--- config.mk ---
export PLATFORM = sky130hd
export DESIGN_NAME = led_mux_scan
export DESIGN_NICKNAME = d
export VERILOG_FILES = /design/src/rtl/led_scan_pkg.sv /design/src/rtl/scan_timer.sv /design/src/rtl/seg_fetch.sv /design/src/rtl/pulse_gate.sv /design/src/rtl/led_mux_scan.sv
export SDC_FILE = /design/constraint.sdc
export NUM_CORES = 1
export LEC_CHECK = 0
export BUFFER_PORTS_ARGS = -buffer_cell sky130_fd_sc_hd__buf_2
export CAP_MARGIN = 15
export CORE_MARGIN = 4
export CORE_UTILIZATION = 40
export CTS_CLUSTER_DIAMETER = 200
export DETAILED_ROUTE_END_ITERATION = 10
export PLACE_DENSITY = 0.59
export SLEW_MARGIN = 20
export SYNTH_ARGS = -nofsm -noshare
export SYNTH_HDL_FRONTEND = slang
export SYNTH_SLANG_ARGS = --single-unit
--- constraint.sdc ---
create_clock -name clk -period 4.1 [get_ports clk]
set_clock_uncertainty 0.05 [all_clocks]
set_input_delay 0.205 -clock clk [delete_from_list [all_inputs] [get_ports clk]]
set_output_delay 0.205 -clock clk [all_outputs]
set_load 0.005 [all_outputs]
--- src/rtl/led_scan_pkg.sv ---
package led_scan_pkg;

   localparam int DIM_W = 3;

   typedef logic [DIM_W-1:0] dim_code_t;

   // On-time in sixteenths of a slot for each brightness code
   function automatic int dim_sixteenths(input dim_code_t code);
      case (code)
         3'd0:    return 1;
         3'd1:    return 2;
         3'd2:    return 4;
         3'd3:    return 10;
         3'd4:    return 11;
         3'd5:    return 12;
         3'd6:    return 13;
         default: return 14;
      endcase
   endfunction

endpackage

--- src/rtl/scan_timer.sv ---
module scan_timer #(
   parameter int SLOT_TICKS = 16,
   parameter int SLOT_COUNT = 6,
   localparam int SUB_W  = $clog2(SLOT_TICKS),
   localparam int SLOT_W = $clog2(SLOT_COUNT)
) (
   input  logic              clk,
   input  logic              rst_n,
   output logic [SUB_W-1:0]  sub_q,
   output logic [SLOT_W-1:0] slot_q,
   output logic              slot_last,
   output logic              frame_end_q
);

   localparam logic [SUB_W-1:0]  SUB_LAST  = SUB_W'(SLOT_TICKS - 1);
   localparam logic [SLOT_W-1:0] SLOT_LAST = SLOT_W'(SLOT_COUNT - 1);

   assign slot_last = (sub_q == SUB_LAST);

   always_ff @(posedge clk or negedge rst_n) begin
      if (!rst_n) begin
         sub_q       <= '0;
         slot_q      <= SLOT_LAST;
         frame_end_q <= 1'b0;
      end else begin
         frame_end_q <= slot_last && (slot_q == SLOT_LAST);
         if (slot_last) begin
            sub_q  <= '0;
            slot_q <= (slot_q == SLOT_LAST) ? '0 : slot_q + 1'b1;
         end else begin
            sub_q  <= sub_q + 1'b1;
         end
      end
   end

   p_slot_range_r2: assert property (@(posedge clk) disable iff (!rst_n)
      slot_q <= SLOT_LAST);

   p_sub_wrap_r2: assert property (@(posedge clk) disable iff (!rst_n)
      slot_last |=> (sub_q == '0));

   p_slot_hold_r2: assert property (@(posedge clk) disable iff (!rst_n)
      !slot_last |=> $stable(slot_q));

endmodule

--- src/rtl/seg_fetch.sv ---
module seg_fetch #(
   parameter int NUM_GRIDS  = 5,
   parameter int SLOT_TICKS = 16,
   parameter int NUM_SEGS   = 10,
   parameter int BYTE_W     = 8,
   localparam int SLOT_COUNT = NUM_GRIDS + 1,
   localparam int SUB_W      = $clog2(SLOT_TICKS),
   localparam int SLOT_W     = $clog2(SLOT_COUNT),
   localparam int ADDR_W     = $clog2(2 * NUM_GRIDS),
   localparam int ODD_BITS   = NUM_SEGS - BYTE_W
) (
   input  logic                clk,
   input  logic                rst_n,
   input  logic [SUB_W-1:0]    sub_q,
   input  logic [SLOT_W-1:0]   slot_q,
   input  logic                slot_last,
   input  logic [BYTE_W-1:0]   ram_data,
   output logic [ADDR_W-1:0]   ram_addr,
   output logic [NUM_SEGS-1:0] pattern_q
);

   localparam logic [SUB_W-1:0]  SUB_FETCH_LO = SUB_W'(SLOT_TICKS - 2);
   localparam logic [SLOT_W-1:0] SLOT_LAST    = SLOT_W'(SLOT_COUNT - 1);

   logic [SLOT_W-1:0]   next_slot;
   logic                next_is_digit;
   logic                fetch_lo;
   logic [BYTE_W-1:0]   lo_byte_q;
   logic [NUM_SEGS-1:0] assembled;
   logic                unused_odd_bits;

   assign next_slot     = (slot_q == SLOT_LAST) ? '0 : slot_q + 1'b1;
   assign next_is_digit = (next_slot < SLOT_W'(NUM_GRIDS));
   assign fetch_lo      = (sub_q == SUB_FETCH_LO);

   // Even byte at the second-to-last sub-tick, odd byte at the last one
   assign ram_addr = next_is_digit
                   ? ((ADDR_W'(next_slot) << 1) | ADDR_W'(slot_last))
                   : '0;

   // Segment layout: a full even byte, then the low bits of the odd byte
   for (genvar s = 0; s < NUM_SEGS; s++) begin : g_seg_map
      if (s < BYTE_W) begin : g_even
         assign assembled[s] = lo_byte_q[s];
      end else begin : g_odd
         assign assembled[s] = ram_data[s - BYTE_W];
      end
   end

   assign unused_odd_bits = ^ram_data[BYTE_W-1:ODD_BITS];

   always_ff @(posedge clk or negedge rst_n) begin
      if (!rst_n) begin
         lo_byte_q <= '0;
         pattern_q <= '0;
      end else begin
         if (fetch_lo && next_is_digit) begin
            lo_byte_q <= ram_data;
         end
         if (slot_last) begin
            pattern_q <= next_is_digit ? assembled : '0;
         end
      end
   end

   p_addr_range_r7: assert property (@(posedge clk) disable iff (!rst_n)
      ram_addr < ADDR_W'(2 * NUM_GRIDS));

   p_odd_at_last_r7: assert property (@(posedge clk) disable iff (!rst_n)
      (slot_last && next_is_digit) |-> ram_addr[0]);

   p_pattern_hold_r6: assert property (@(posedge clk) disable iff (!rst_n)
      !slot_last |=> $stable(pattern_q));

endmodule

--- src/rtl/pulse_gate.sv ---
module pulse_gate
   import led_scan_pkg::*;
#(
   parameter int NUM_GRIDS  = 5,
   parameter int SLOT_TICKS = 16,
   parameter int NUM_SEGS   = 10,
   localparam int SLOT_COUNT = NUM_GRIDS + 1,
   localparam int SUB_W      = $clog2(SLOT_TICKS),
   localparam int SLOT_W     = $clog2(SLOT_COUNT),
   localparam int WID_W      = SUB_W + 1,
   localparam int SCALE      = SLOT_TICKS / 16
) (
   input  logic                 clk,
   input  logic                 rst_n,
   input  logic [SUB_W-1:0]     sub_q,
   input  logic [SLOT_W-1:0]    slot_q,
   input  logic                 slot_last,
   input  logic                 disp_on,
   input  dim_code_t            dim_code,
   input  logic [NUM_SEGS-1:0]  pattern_q,
   output logic [NUM_GRIDS-1:0] grid_en,
   output logic [NUM_SEGS-1:0]  seg_en
);

   logic [WID_W-1:0] width_q;
   logic             on_q;
   logic             in_pulse;
   logic             lit;

   // Settings change only at a slot boundary
   always_ff @(posedge clk or negedge rst_n) begin
      if (!rst_n) begin
         width_q <= WID_W'(dim_sixteenths(3'd0) * SCALE);
         on_q    <= 1'b0;
      end else if (slot_last) begin
         width_q <= WID_W'(dim_sixteenths(dim_code) * SCALE);
         on_q    <= disp_on;
      end
   end

   assign in_pulse = on_q && ({1'b0, sub_q} < width_q);

   for (genvar g = 0; g < NUM_GRIDS; g++) begin : g_grid
      assign grid_en[g] = in_pulse && (slot_q == SLOT_W'(g));
   end

   assign lit    = |grid_en;
   assign seg_en = lit ? pattern_q : '0;

   p_grid_onehot_r3: assert property (@(posedge clk) disable iff (!rst_n)
      $onehot0(grid_en));

   p_off_dark_r5: assert property (@(posedge clk) disable iff (!rst_n)
      !on_q |-> (grid_en == '0));

   p_cfg_stable_r8: assert property (@(posedge clk) disable iff (!rst_n)
      (sub_q != '0) |-> ($stable(width_q) && $stable(on_q)));

   p_seg_blank_r10: assert property (@(posedge clk) disable iff (!rst_n)
      (grid_en == '0) |-> (seg_en == '0));

endmodule

--- src/rtl/led_mux_scan.sv ---
module led_mux_scan
   import led_scan_pkg::*;
#(
   parameter int NUM_GRIDS  = 5,
   parameter int NUM_SEGS   = 10,
   parameter int BYTE_W     = 8,
   parameter int SLOT_TICKS = 16,
   localparam int SLOT_COUNT = NUM_GRIDS + 1,
   localparam int SUB_W      = $clog2(SLOT_TICKS),
   localparam int SLOT_W     = $clog2(SLOT_COUNT),
   localparam int ADDR_W     = $clog2(2 * NUM_GRIDS)
) (
   input  logic                 clk,
   input  logic                 rst_n,
   input  logic                 disp_on,
   input  logic [DIM_W-1:0]     dim_code,
   input  logic [BYTE_W-1:0]    ram_data,
   output logic [ADDR_W-1:0]    ram_addr,
   output logic [NUM_SEGS-1:0]  seg_en,
   output logic [NUM_GRIDS-1:0] grid_en,
   output logic [SLOT_W-1:0]    slot_idx,
   output logic                 frame_end
);

   if (SLOT_TICKS % 16 != 0) begin : g_bad_ticks
      $error("SLOT_TICKS must be a multiple of 16");
   end
   if (NUM_SEGS <= BYTE_W || NUM_SEGS > 2 * BYTE_W) begin : g_bad_segs
      $error("NUM_SEGS must span one byte plus part of a second");
   end
   if (NUM_GRIDS < 1) begin : g_bad_grids
      $error("NUM_GRIDS must be at least 1");
   end

   logic [SUB_W-1:0]    sub_q;
   logic [SLOT_W-1:0]   slot_q;
   logic                slot_last;
   logic [NUM_SEGS-1:0] pattern_q;

   scan_timer #(
      .SLOT_TICKS (SLOT_TICKS),
      .SLOT_COUNT (SLOT_COUNT)
   ) u_timer (
      .clk         (clk),
      .rst_n       (rst_n),
      .sub_q       (sub_q),
      .slot_q      (slot_q),
      .slot_last   (slot_last),
      .frame_end_q (frame_end)
   );

   seg_fetch #(
      .NUM_GRIDS  (NUM_GRIDS),
      .SLOT_TICKS (SLOT_TICKS),
      .NUM_SEGS   (NUM_SEGS),
      .BYTE_W     (BYTE_W)
   ) u_fetch (
      .clk       (clk),
      .rst_n     (rst_n),
      .sub_q     (sub_q),
      .slot_q    (slot_q),
      .slot_last (slot_last),
      .ram_data  (ram_data),
      .ram_addr  (ram_addr),
      .pattern_q (pattern_q)
   );

   pulse_gate #(
      .NUM_GRIDS  (NUM_GRIDS),
      .SLOT_TICKS (SLOT_TICKS),
      .NUM_SEGS   (NUM_SEGS)
   ) u_gate (
      .clk       (clk),
      .rst_n     (rst_n),
      .sub_q     (sub_q),
      .slot_q    (slot_q),
      .slot_last (slot_last),
      .disp_on   (disp_on),
      .dim_code  (dim_code),
      .pattern_q (pattern_q),
      .grid_en   (grid_en),
      .seg_en    (seg_en)
   );

   assign slot_idx = slot_q;

   p_no_grid_blank_slot_r3: assert property (@(posedge clk) disable iff (!rst_n)
      (slot_q == SLOT_W'(NUM_GRIDS)) |-> (grid_en == '0));

   p_frame_start_r9: assert property (@(posedge clk) disable iff (!rst_n)
      frame_end |-> ((slot_q == '0) && (sub_q == '0)));

   p_frame_single_r9: assert property (@(posedge clk) disable iff (!rst_n)
      frame_end |=> !frame_end);

endmodule

# --- Word-level counts from Yosys, hierarchy flattened ---
# Index checks and enable logic that the tools add are counted.
word_totals:
  regBits: 32
classes:
  addsub: 2
  order_cmp: 2
  n_eq_ne: 13
  mux: 6
  bitwise_logic: 1
  reduce_logical: 11
op_table:
  columns: ["op", "n"]
  rows:
  - ["4-bit case mux with 7 select lines", 1]
  - ["10-bit 2-to-1 mux", 2]
  - ["3-bit equality test (second input constant)", 5]
  - ["3-bit by 2-bit equality test with 1-bit output (second input constant)", 4]
  - ["4-bit equality test (second input constant)", 2]
  - ["1-bit logical AND", 8]
  - ["4-bit 2-to-1 mux", 2]
  - ["3-bit by 1-bit equality test with 1-bit output (second input constant)", 2]
  - ["3-bit logical NOT", 2]
  - ["4-bit by 5-bit < comparator with 1-bit output", 1]
  - ["5-bit OR reduction", 1]
  - ["4-bit by 1-bit adder with 4-bit output (second input constant)", 1]
  - ["4-bit by 1-bit bitwise OR with 4-bit output", 1]
  - ["3-bit by 1-bit adder with 3-bit output (second input constant)", 1]
  - ["3-bit < comparator (second input constant)", 1]
  - ["3-bit 2-to-1 mux", 1]

# --- Logic depth before layout (Yosys ltp) ---
depth:
  ltp_word: 5
  depth_mapped: 6

# --- By module ---
# A second synthesis with hierarchy kept.
hier_totals:
  hier_cells: 133
  area_unflattened_um2: 1503.9
modules_own_cells:
  columns: ["module", "instances", "cells_per_inst", "area_each_um2"]
  rows:
  - ["seg_fetch", 1, 48, 715.7]
  - ["pulse_gate", 1, 63, 471.7]
  - ["scan_timer", 1, 22, 316.6]

# --- Worst setup path after synthesis ---
# No wires, ideal clock.
synth_path:
  path_kind: "register to register"
  startpoint: "register u_timer.slot_q[0]"
  endpoint: "register u_fetch.lo_byte_q[0]"
  setup_time_ps: 125
  arrival_ps: 1809
  required_time_ps: 3925
  path_slack_ps: 2116
  path_stages_with_launch: 6
  path_buffers: 1
  synth_period_minus_slack_ps: 1984
  cell_sequence: "dfstp_2 buf_2 and2_1 ha_1 o2111ai_4 mux2_2"
synth_via:
  elab_chain_len: 4
  elab_cells_between_ends: 5
  classes_between: "1 x add/sub; 1 x order compare; 1 x eq/ne; 1 x mux; 1 x reduce/logical"
synth_rtl:
  columns: ["item", "line_no", "rtl"]
  rows:
  - ["start: declaration", "scan_timer.sv:10", "output logic [SLOT_W-1:0] slot_q,"]
  - ["start signal: assignment", "scan_timer.sv:29", "slot_q <= (slot_q == SLOT_LAST) ? '0 : slot_q + 1'b1;"]
  - ["3-bit by 1-bit adder with 3-bit output or 3-bit equality test (tied branches)", "seg_fetch.sv:32", "assign next_slot = (slot_q == SLOT_LAST) ? '0 : slot_q + 1'b1;"]
  - ["3-bit 2-to-1 mux *", "seg_fetch.sv:32", null]
  - ["3-bit < comparator *", "seg_fetch.sv:33", "assign next_is_digit = (next_slot < SLOT_W'(NUM_GRIDS));"]
  - ["1-bit logical AND *", "seg_fetch.sv:57", "if (fetch_lo && next_is_digit) begin"]
  - ["end signal: assignment", "seg_fetch.sv:58", "lo_byte_q <= ram_data;"]
  - ["end: declaration", "seg_fetch.sv:28", "logic [BYTE_W-1:0] lo_byte_q;"]
# Mark *: on every way between the ends. The rest lies on a longest branch, timed or not.
# A chain may end at the register's enable or synchronous reset.

# --- Worst setup path after layout ---
layout_path:
  startpoint: "register u_timer.sub_q[2]"
  endpoint: "output port grid_en[4]"
layout_via:
  elab_chain_len: 3
layout_rtl:
  columns: ["item", "line_no", "rtl"]
  rows:
  - ["start: declaration", "scan_timer.sv:9", "output logic [SUB_W-1:0] sub_q,"]
  - ["start signal: assignment", "scan_timer.sv:31", "sub_q <= sub_q + 1'b1;"]
  - ["4-bit by 5-bit < comparator with 1-bit output", "pulse_gate.sv:41", "assign in_pulse = on_q && ({1'b0, sub_q} < width_q);"]
  - ["1-bit logical AND", "pulse_gate.sv:41", null]
  - ["1-bit logical AND", "pulse_gate.sv:44", "assign grid_en[g] = in_pulse && (slot_q == SLOT_W'(g));"]
  - ["end: declaration", "led_mux_scan.sv:20", "output logic [NUM_GRIDS-1:0] grid_en,"]
# No other way between the ends.

==> reports/results.txt <==
Status = finished, final reports clean
Gr ovfl total = 0
# rows = 22
Flop2flop setup slack = 2.04 ns
Crit path required time = 3.85 ns
Relative slew margins = 37.8%
CTS resizes = 0
Cell area power density = 357 nW/um2
Drt total wl = 3180 um
Synth Flop Type = dfrtp_1
Vias in the first global route = 1165
Arrival time worst endpoint = 2.36 ns
Crit end category = output pin
Sink Count = 31
CTS buffer count = 5
Gpl congestion = 0.799
Multi-input logic area = 696 um2
Register area = 779 um2
Initial antenna violation count = 0
Largest net degree at the start of global routing = 32
Slew Viols, Final = 0
Switching share of power = 20.9%
Worst IR Drop VDD = 0.228 mV
# Post-CTS Setup Buffers = 0
Hold Violations, Final = 0
First-pass GRT wire length = 5420 um
Period utilization = 63.9%
Port-buffer cells = 36
LEAKAGE = 0.000918 uW
Crit path buf inv count = 1
Reg2Reg Depth = 4
Die Y = 71.3 um
Synth cell types = 33
# IOs = 37
Worst r2r src = u_timer.slot_q[0]
Diode count = 0
Drt via density = 4.96
Power Total = 683 uW
Asr flop ratio synth = 100%
Die ar. = 5080 um2
Hold Path Sink = u_gate.on_q
Int Power = 541 uW
Mapped Area = 1600 um2
Starting density of the core = 42.4%
R2R Path End = u_fetch.pattern_q[5]
MaxCap Viol Count = 0
Fillers = 350
CTS max path bufs = 2
Synthesis-to-finish area growth = 19.6%
Fin crit period = 2.62 ns
Comb pwr share = 8.0%
Cts hold-fix bufs = 1
Root Buffer = clkbuf_8
Critical-path cell list = ha_1 -> o21ai_0 -> nand3b_1 -> a2111oi_0 -> buf_2
CP max stage delay = 0.56 ns
ANT nets after route = 0
WHS Path Cells = 3
Vias = 1191
Top cell family by delay on the critical path = compound AO/OA/AOI/OAI gates
Synth Net Count = 177
Core area = 3770 um2
Crit-path slowest cell = a2111oi_0
H-tree Lvls = 2
Yosys Warn Count = 0
First drt pass iteration count = 4
WS Path Type = register to output pin
Seq cells post-synth = 31
Worst-margin pin slew = 0.927 ns
Worst setup path startpoint = u_timer.sub_q[2]
GRT Total Usage = 13.6%
RSZ-0062 raised after global routing = no
Final setup fails = 0
Worst Hold Class = input port to register
HP Start = disp_on
CTS tree = built
Fin nets = 211
WL per Instance = 13.3 um
Seq/Total Area, Yosys = 48.7%
Share of layout cells above drive strength 1 = 31.8%
CP Max Fanout = 15
Clock latency on the worst-skew pair = 0.28 ns
Part of the power in registers = 47.5%
# DRC = 0
CP Launch Type = register
Total negative slack = 0 ns
Die X = 71.3 um
Fmax = 382 MHz
Clk slew on worst S/H paths = 0.06 ns
Syn Area/Cell = 10.2 um2
Sw Pwr = 143 uW
Post-DP HPWL = 2350 um
EDFF count, synth = 0
Clock power share = 44.6%
Initial DRC count = 36
Syn Inst Count = 157
cell families after synthesis:
group	after synthesis	synth area share, %
flip-flops	31	48.7
XOR/XNOR	3	1.64
multiplexers	10	6.96
AO/OA/AOI/OAI	42	19.3
buffers and inverters	29	7.82
adder cells (fa/ha/maj)	6	4.69
AND/OR/NAND/NOR	36	10.9
through the flow:
step                hold slack [ns]  util (%)  std cells  area, um2  worst slack, ns
finish                       0.0652      50.8        240       1910             1.48
global route                 0.0547      50.8        240       1910             1.20
CTS                          0.0613      50.8        240       1910             1.46
detailed placement            0.234      47.4        231       1790             1.76
global placement              0.221      47.4        231       1790             1.88
floorplan                    -0.141         -        157       1600             2.12
cell type report:
type | instances | share of cell area, %
well taps | 48 | 3.14
clock inverters | 2 | 1.83
flip-flops and latches | 31 | 40.7
clock buffers | 6 | 4.31
repair buffers | 37 | 9.93
inverters | 19 | 3.73
multi-input cells | 97 | 36.3
tightest hold or removal path: stages:
cell,delay [ns]
buf_2,0.08
nand2_1,0.04
nand2_1,0.04
worst max path at each step:
| stage | end | slack (ns) | depth (start not counted) |
|---|---|---|---|
| after floorplan | u_fetch.lo_byte_q[0] | 2.12 | 5 |
| after global placement | grid_en[4] | 1.88 | 5 |
| after detailed placement | grid_en[4] | 1.76 | 5 |
| after CTS | grid_en[4] | 1.46 | 5 |
| after global routing | grid_en[4] | 1.20 | 5 |
| final | grid_en[4] | 1.48 | 5 |
cell usage after synthesis, drive strengths merged (2+ instances only):
cell type | n | share of area (%)
dfrtp | 28 | 44
inv | 19 | 4.5
nand2 | 19 | 4.5
a211oi | 12 | 5.6
o22ai | 10 | 3.9
mux2 | 9 | 6.3
buf | 8 | 2.9
o21ai | 8 | 2.5
ha | 6 | 4.7
nor2b | 5 | 2.0
a21oi | 4 | 1.5
nor2 | 4 | 0.94
dfstp | 3 | 4.9
a2111oi | 2 | 1.1
a21boi | 2 | 0.94
clkbuf | 2 | 0.47
nand3 | 2 | 0.63
xnor2 | 2 | 1.1
per-layer routing:
layer	GRT usage [%]	vias to the layer above	wire length (um)
li1	-	609	-
met1	18.0	547	1500
met2	20.2	28	1430
met3	3.93	7	185
met4	7.10	0	63
met5	0	-	0
state kept, by name (all words and copies together) (netlist names):
| name | cells |
|---|---|
| u_timer.frame_end_q | 1 |
| u_gate.width_q | 4 |
| u_gate.on_q | 1 |
| u_timer.sub_q | 4 |
| u_fetch.lo_byte_q | 8 |
| u_timer.slot_q | 3 |
| u_fetch.pattern_q | 10 |
power groups by stage:
stage / combinational, uW / clock [uW] / sequential, uW
4_1_cts: 56.0 / 311 / 324
5_1_grt: 62.4 / 328 / 326
3_5_place_dp: 55.2 / 0 / 330
3_3_place_gp: 54.0 / 0 / 329
2_1_floorplan: 29.5 / 0 / 328
6_report: 54.4 / 305 / 324
cell usage in the layout (no fill, tap or decap), types with 2 or more instances in the layout:
cell / n
a21boi_0: 2
dfstp_2: 3
ha_1: 6
a2111oi_0: 2
a211oi_1: 12
dfrtp_1: 28
nand2_1: 19
inv_1: 19
clkbuf_8: 6
xnor2_1: 2
buf_2: 36
a21oi_1: 3
o22ai_1: 10
nor2b_1: 5
nor2_1: 4
mux2_2: 9
o21ai_0: 7
nand3_1: 2
Note: power is estimated with default switching activity, not from simulation.
